### src/rtl/irqdist_regs.sv
module irqdist_regs #(
  parameter int NUM_IRQ = 256,
  parameter int WADDR_W = 8,
  parameter logic [7:0] PRODUCT_CODE = 8'h5A,
  parameter logic [11:0] IMPL_CODE = 12'h3C7
) (
  input  logic               clk,
  input  logic               rst_n,
  input  logic [WADDR_W-1:0] bus_waddr,
  input  logic               bus_wr,
  input  logic [31:0]        bus_wdata,
  output logic [31:0]        bus_rdata,
  output logic [NUM_IRQ-1:0] irq_enable,
  output logic               grp_enable
);
  localparam int WORDS = NUM_IRQ / 32;
  localparam int CAP = (NUM_IRQ > 1024) ? 1024 : NUM_IRQ;
  localparam logic [4:0] CNT_FIELD = 5'(CAP / 32 - 1);
  localparam logic [31:0] TYPE_VAL = {8'b0, 5'd9, 14'b0, CNT_FIELD};
  localparam logic [31:0] IDENT_VAL = {PRODUCT_CODE, 12'b0, IMPL_CODE};
  localparam int HI_W = WADDR_W - 5;

  logic [4:0]  word;
  logic        sel_set, sel_clr, sel_ctrl;
  logic [31:0] bank_rd;
  logic        grp_q;

  assign word     = bus_waddr[4:0];
  assign sel_set  = bus_waddr[WADDR_W-1:5] == HI_W'(2);
  assign sel_clr  = bus_waddr[WADDR_W-1:5] == HI_W'(3);
  assign sel_ctrl = bus_waddr == WADDR_W'(0);

  always_ff @(posedge clk) begin
    if (!rst_n)                grp_q <= 1'b0;
    else if (bus_wr && sel_ctrl) grp_q <= bus_wdata[1];
  end
  assign grp_enable = grp_q;

  for (genvar w = 0; w < WORDS; w++) begin : g_word
    if (w == 0) begin : g_priv
      assign irq_enable[31:0] = '0;
    end else begin : g_shared
      logic [31:0] q;
      logic        hit;
      assign hit = bus_wr && (word == 5'(w));
      always_ff @(posedge clk) begin
        if (!rst_n)              q <= '0;
        else if (hit && sel_set) q <= q | bus_wdata;
        else if (hit && sel_clr) q <= q & ~bus_wdata;
      end
      assign irq_enable[w*32 +: 32] = q;
    end
  end

  always_comb begin
    bank_rd = '0;
    for (int w = 1; w < WORDS; w++)
      if (word == 5'(w)) bank_rd = irq_enable[w*32 +: 32];
  end

  always_comb begin
    if (sel_set || sel_clr)               bus_rdata = bank_rd;
    else if (sel_ctrl)                    bus_rdata = {25'b0, 1'b1, 1'b0, 1'b1, 2'b0, grp_q, 1'b0};
    else if (bus_waddr == WADDR_W'(1))    bus_rdata = TYPE_VAL;
    else if (bus_waddr == WADDR_W'(2))    bus_rdata = IDENT_VAL;
    else if (bus_waddr == WADDR_W'(3))    bus_rdata = '1;
    else                                  bus_rdata = '0;
  end
endmodule

### config.mk
export PLATFORM = sky130hd
export DESIGN_NAME = irqdist_regs
export DESIGN_NICKNAME = d
export VERILOG_FILES = /design/src/rtl/irqdist_regs.sv
export SDC_FILE = /design/constraint.sdc
export NUM_CORES = 1
export LEC_CHECK = 0
export ABC_AREA = 0
export CELL_PAD_IN_SITES_DETAIL_PLACEMENT = 1
export CELL_PAD_IN_SITES_GLOBAL_PLACEMENT = 1
export CORE_AREA = 2 2 179 181
export DETAILED_ROUTE_END_ITERATION = 12
export DIE_AREA = 0 0 181 183
export PLACE_DENSITY_LB_ADDON = 0.1
export RECOVER_POWER = 100
export SYNTH_ARGS = -nofsm -noshare
export SYNTH_HDL_FRONTEND = slang
export SYNTH_SLANG_ARGS = --single-unit
### constraint.sdc
create_clock -name clk -period 4.1 [get_ports clk]
set_input_delay 0.615 -clock clk [delete_from_list [all_inputs] [get_ports clk]]
set_output_delay 0.615 -clock clk [all_outputs]
set_load 0.02 [all_outputs]
==> metrics.md <==
| Metric | Value |
|---|---|
| Clock Sinks | 225 |
| Routed length per instance | 23.36 µm |
| Routed met3 length | 3207 µm |
| Die width | ~180 µm |
| Setup violators final | 0 |
| Drt initial violations | approximately 760 |
| Clock Pin Slew Worst Setup and Hold Paths | about 0.060 ns |
| DR DRC count | 0 |
| CTS Buf Count | 27 |
| Initial antenna violation count | 0 |
| VDD IR-drop max | between 0.2 and 0.3 mV |
| Worst hold path type | in -> reg |
| Met2 WL | between 20,000 and 25,000 µm |
| Clk Tree Root Cell | clkbuf_16 |
| Leak Pwr | 7.624 nW |
| Kind of critical path | in -> out |
| Cell Pwr Density | 320.3 mW/mm² |
| H-Tree Depth | 1 |
| Data arrival time of the critical path | approximately 3.4 ns |
| Row count | between 60 and 70 |
| Clk_skew | 0 ns |
| DP Worst Slack | 0.1606 ns |
| Post-route ant nets | 0 |
| RR Startpoint | grp_enable |
| Total Negative Setup Slacks | 0 ns |
| Hold path start | rst_n |
| Chip height | 183 µm |
| Status | complete, but fails checks |
| Antenna Cells | 0 |
| Hold Path Depth | 3 |
| Share of layout cells above drive strength 1 | 6.381% |
| Layout area overhead | 35.54% |
| Synthesized area per cell | ~8 µm² |
| FFs w/ async S/R, synth | 0% |
| #FFs+latches synth | 225 |
| Register area share after synthesis | around two fifths |
| First-pass GRT wire length | around 75,000 µm |
| Port Buffers | 299 |
| Grt total ovfl | 0 |
| Minimum clock period | 4.015 ns |
| Final #Nets | ~1,700 |
| Total GRT Usage | 29.00% |
| Fmax | approximately 250 MHz |
| Syn. warnings | 0 |
| Via count | ~12,000 |
| CP required | 3.48 ns |
| Pwr Total | 0.005070 W |
| Max Cap Violations | 3 |
| Worst Max-Slew Pin Slew | 1.559 ns |
| Max Root-Sink Buffers | 3 |
| # fillers | 3,711 |
| Reg area | 0.004504 mm² |
| Uppermost layer routed | met4 |
| Routed met1 length | 21,680 µm |
| FF-to-FF setup slack | ~3.3 ns |
| Number of global-route vias before repair | 11,900 |
| Setup crit start kind | input port |
| Mapped Area | 0.01168 mm² |
| FF-to-FF End | grp_enable |
| Post-synth EDFFs | 0 |
| R2R cell count | 2 |
| RSZ-0062 raised after global routing | false |
| Fin. max-slew vios | between 40 and 50 |
| Final Hold Fails | 0 |
| Main synth FF type | dfxtp_1 |
| DRT Pass-1 Iters | 5 |
| CTS tree | done |
| IO Pins | 332 |
| CP endpoint kind | output port |
| Core Box Area | 0.03123 mm² |
| Initial core utilization | 37.39% |
| Slew HR | -3.931% |
| Mapped Cells | 1,437 |
| Routability congestion estimate | 0.8396 |
| Violated checks | max-capacitance violations, max-slew violations |
| Maximum fanout along the worst path | 27 |
| Yosys cell types | 56 |
| Area of the multi-input gates | between 0.006 and 0.007 mm² |
| Final WL | 49,660 µm |
| Detailed Place HPWL | 33,640 µm |
| Die area | 0.03312 mm² |
| Clock Latency Late Sink | 0.55 ns |
| Vias per std cell | between 5 and 6 |
| Final period utilization | 97.93% |
| Pin count of the biggest net entering global routing | approximately 190 |
| Setup ws final | 0.08492 ns |
## cell usage in the layout (no fill, tap or decap), types with 20 or more instances in the layout
master           count
o211ai_1            20
buf_4               45
nor2_1              31
a221oi_1            20
o21ai_0             42
conb_1              32
mux2i_1            228
dlygate4sd3_1      253
clkbuf_16           27
dfxtp_1            225
clkdlybuf4s50_1     42
a21oi_1             33
nand2_1            486
clkbuf_1            21
## how the worst max path moves through the flow
stage / from / to / cells after the start / slack, ns
6_report: bus_waddr[4] / bus_rdata[18] / 7 / 0.08
5_1_grt: bus_waddr[4] / bus_rdata[18] / 7 / 0.01
4_1_cts: bus_waddr[4] / bus_rdata[3] / 7 / 0.14
3_5_place_dp: bus_waddr[4] / bus_rdata[3] / 7 / 0.16
3_3_place_gp: bus_waddr[4] / bus_rdata[27] / 8 / 0.22
2_1_floorplan: bus_waddr[2] / bus_rdata[9] / 6 / 1.24
## cell families (layout without fill, tap and decap cells)
group / after synthesis / count (layout) / share of synthesized area, %
simple gates: 592 / 592 / 21.18
mux: 229 / 229 / 19.64
flops: 225 / 225 / 38.57
compound gates: 222 / 222 / 13.35
buf+inv: 168 / 424 / 7.222
other cells: 1 / 32 / 0.03211
## cell type report
type                            instances  share of cell area [%]
Clock inverter                          7                  0.4427
Timing Repair Buffer                  364                   21.86
Inverter                               11                  0.2609
Tap cell                              402                   3.178
Multi-Input combinational cell       1075                   40.55
Sequential cell                       225                   28.46
Clock buffer                           42                   5.257
## cell usage after synthesis (3+ instances only)
library cell	n	area (µm²)
a21o_1	6	45.04
a21oi_1	33	165.2
a221o_1	4	40.04
a221oi_1	20	175.2
a22oi_1	4	30.03
a2bb2oi_1	15	131.4
a31oi_1	7	43.79
buf_1	6	22.52
buf_2	29	145.1
buf_4	41	307.8
buf_6	3	33.78
clkbuf_1	78	292.8
dfxtp_1	225	4504
inv_1	10	37.54
mux2i_1	228	2282
nand2_1	486	1824
nand2b_1	9	56.30
nand3_1	7	35.03
nand3b_1	4	30.03
nand4_1	4	25.02
nor2_1	33	123.9
nor2b_1	4	25.02
nor3_1	11	55.05
nor3_2	4	40.04
nor3_4	3	48.80
nor3b_1	6	45.04
nor4_1	3	18.77
o211ai_1	20	150.1
o21a_1	8	60.06
o21ai_0	42	210.2
o221ai_1	15	131.4
o22ai_1	11	68.82
o2bb2ai_1	6	52.55
o31a_1	3	26.28
o31ai_1	10	75.07
o32ai_1	8	70.07
or3_1	7	43.79
## worst max-delay path, cell delays in order
cell             delay [ns]
clkdlybuf4s50_1        0.56
or3b_2                 0.56
buf_4                  0.27
a221oi_1               0.28
nor4_1                 0.09
a221o_1                0.32
dlygate4sd3_1          0.67
## power breakdown
part           internal, W  switching [W]
sequential         0.00219     0.00000271
combinational     0.000128       0.000305
clock              0.00145       0.000993
total              0.00377        0.00130
## timing repair
item                                    CTS  global route
hold buffers                              0             0
gates resized for setup                   0             1
setup buffers                             0             0
endpoints found under the setup margin    0             1
hold endpoints to repair                  0             0
## stage by stage
step	instances	utilization, %	cell area (µm²)	hold WS (ns)
floorplan	1468	-	11790	0.5441
global placement	2077	48.25	15070	0.4561
detailed placement	2077	48.25	15070	0.4717
CTS	2126	51.14	15970	0.4546
global route	2126	50.68	15830	0.4797
finish	2126	50.68	15830	0.4674
## routing by layer
layer / track usage (%) / vias to the layer above
met4: 7.220 / 0
li1: - / 5404
met5: 0 / -
met1: 38.63 / 5988
met3: 4.964 / 76
met2: 48.95 / 414
Note: power is estimated with default switching activity, not from simulation.
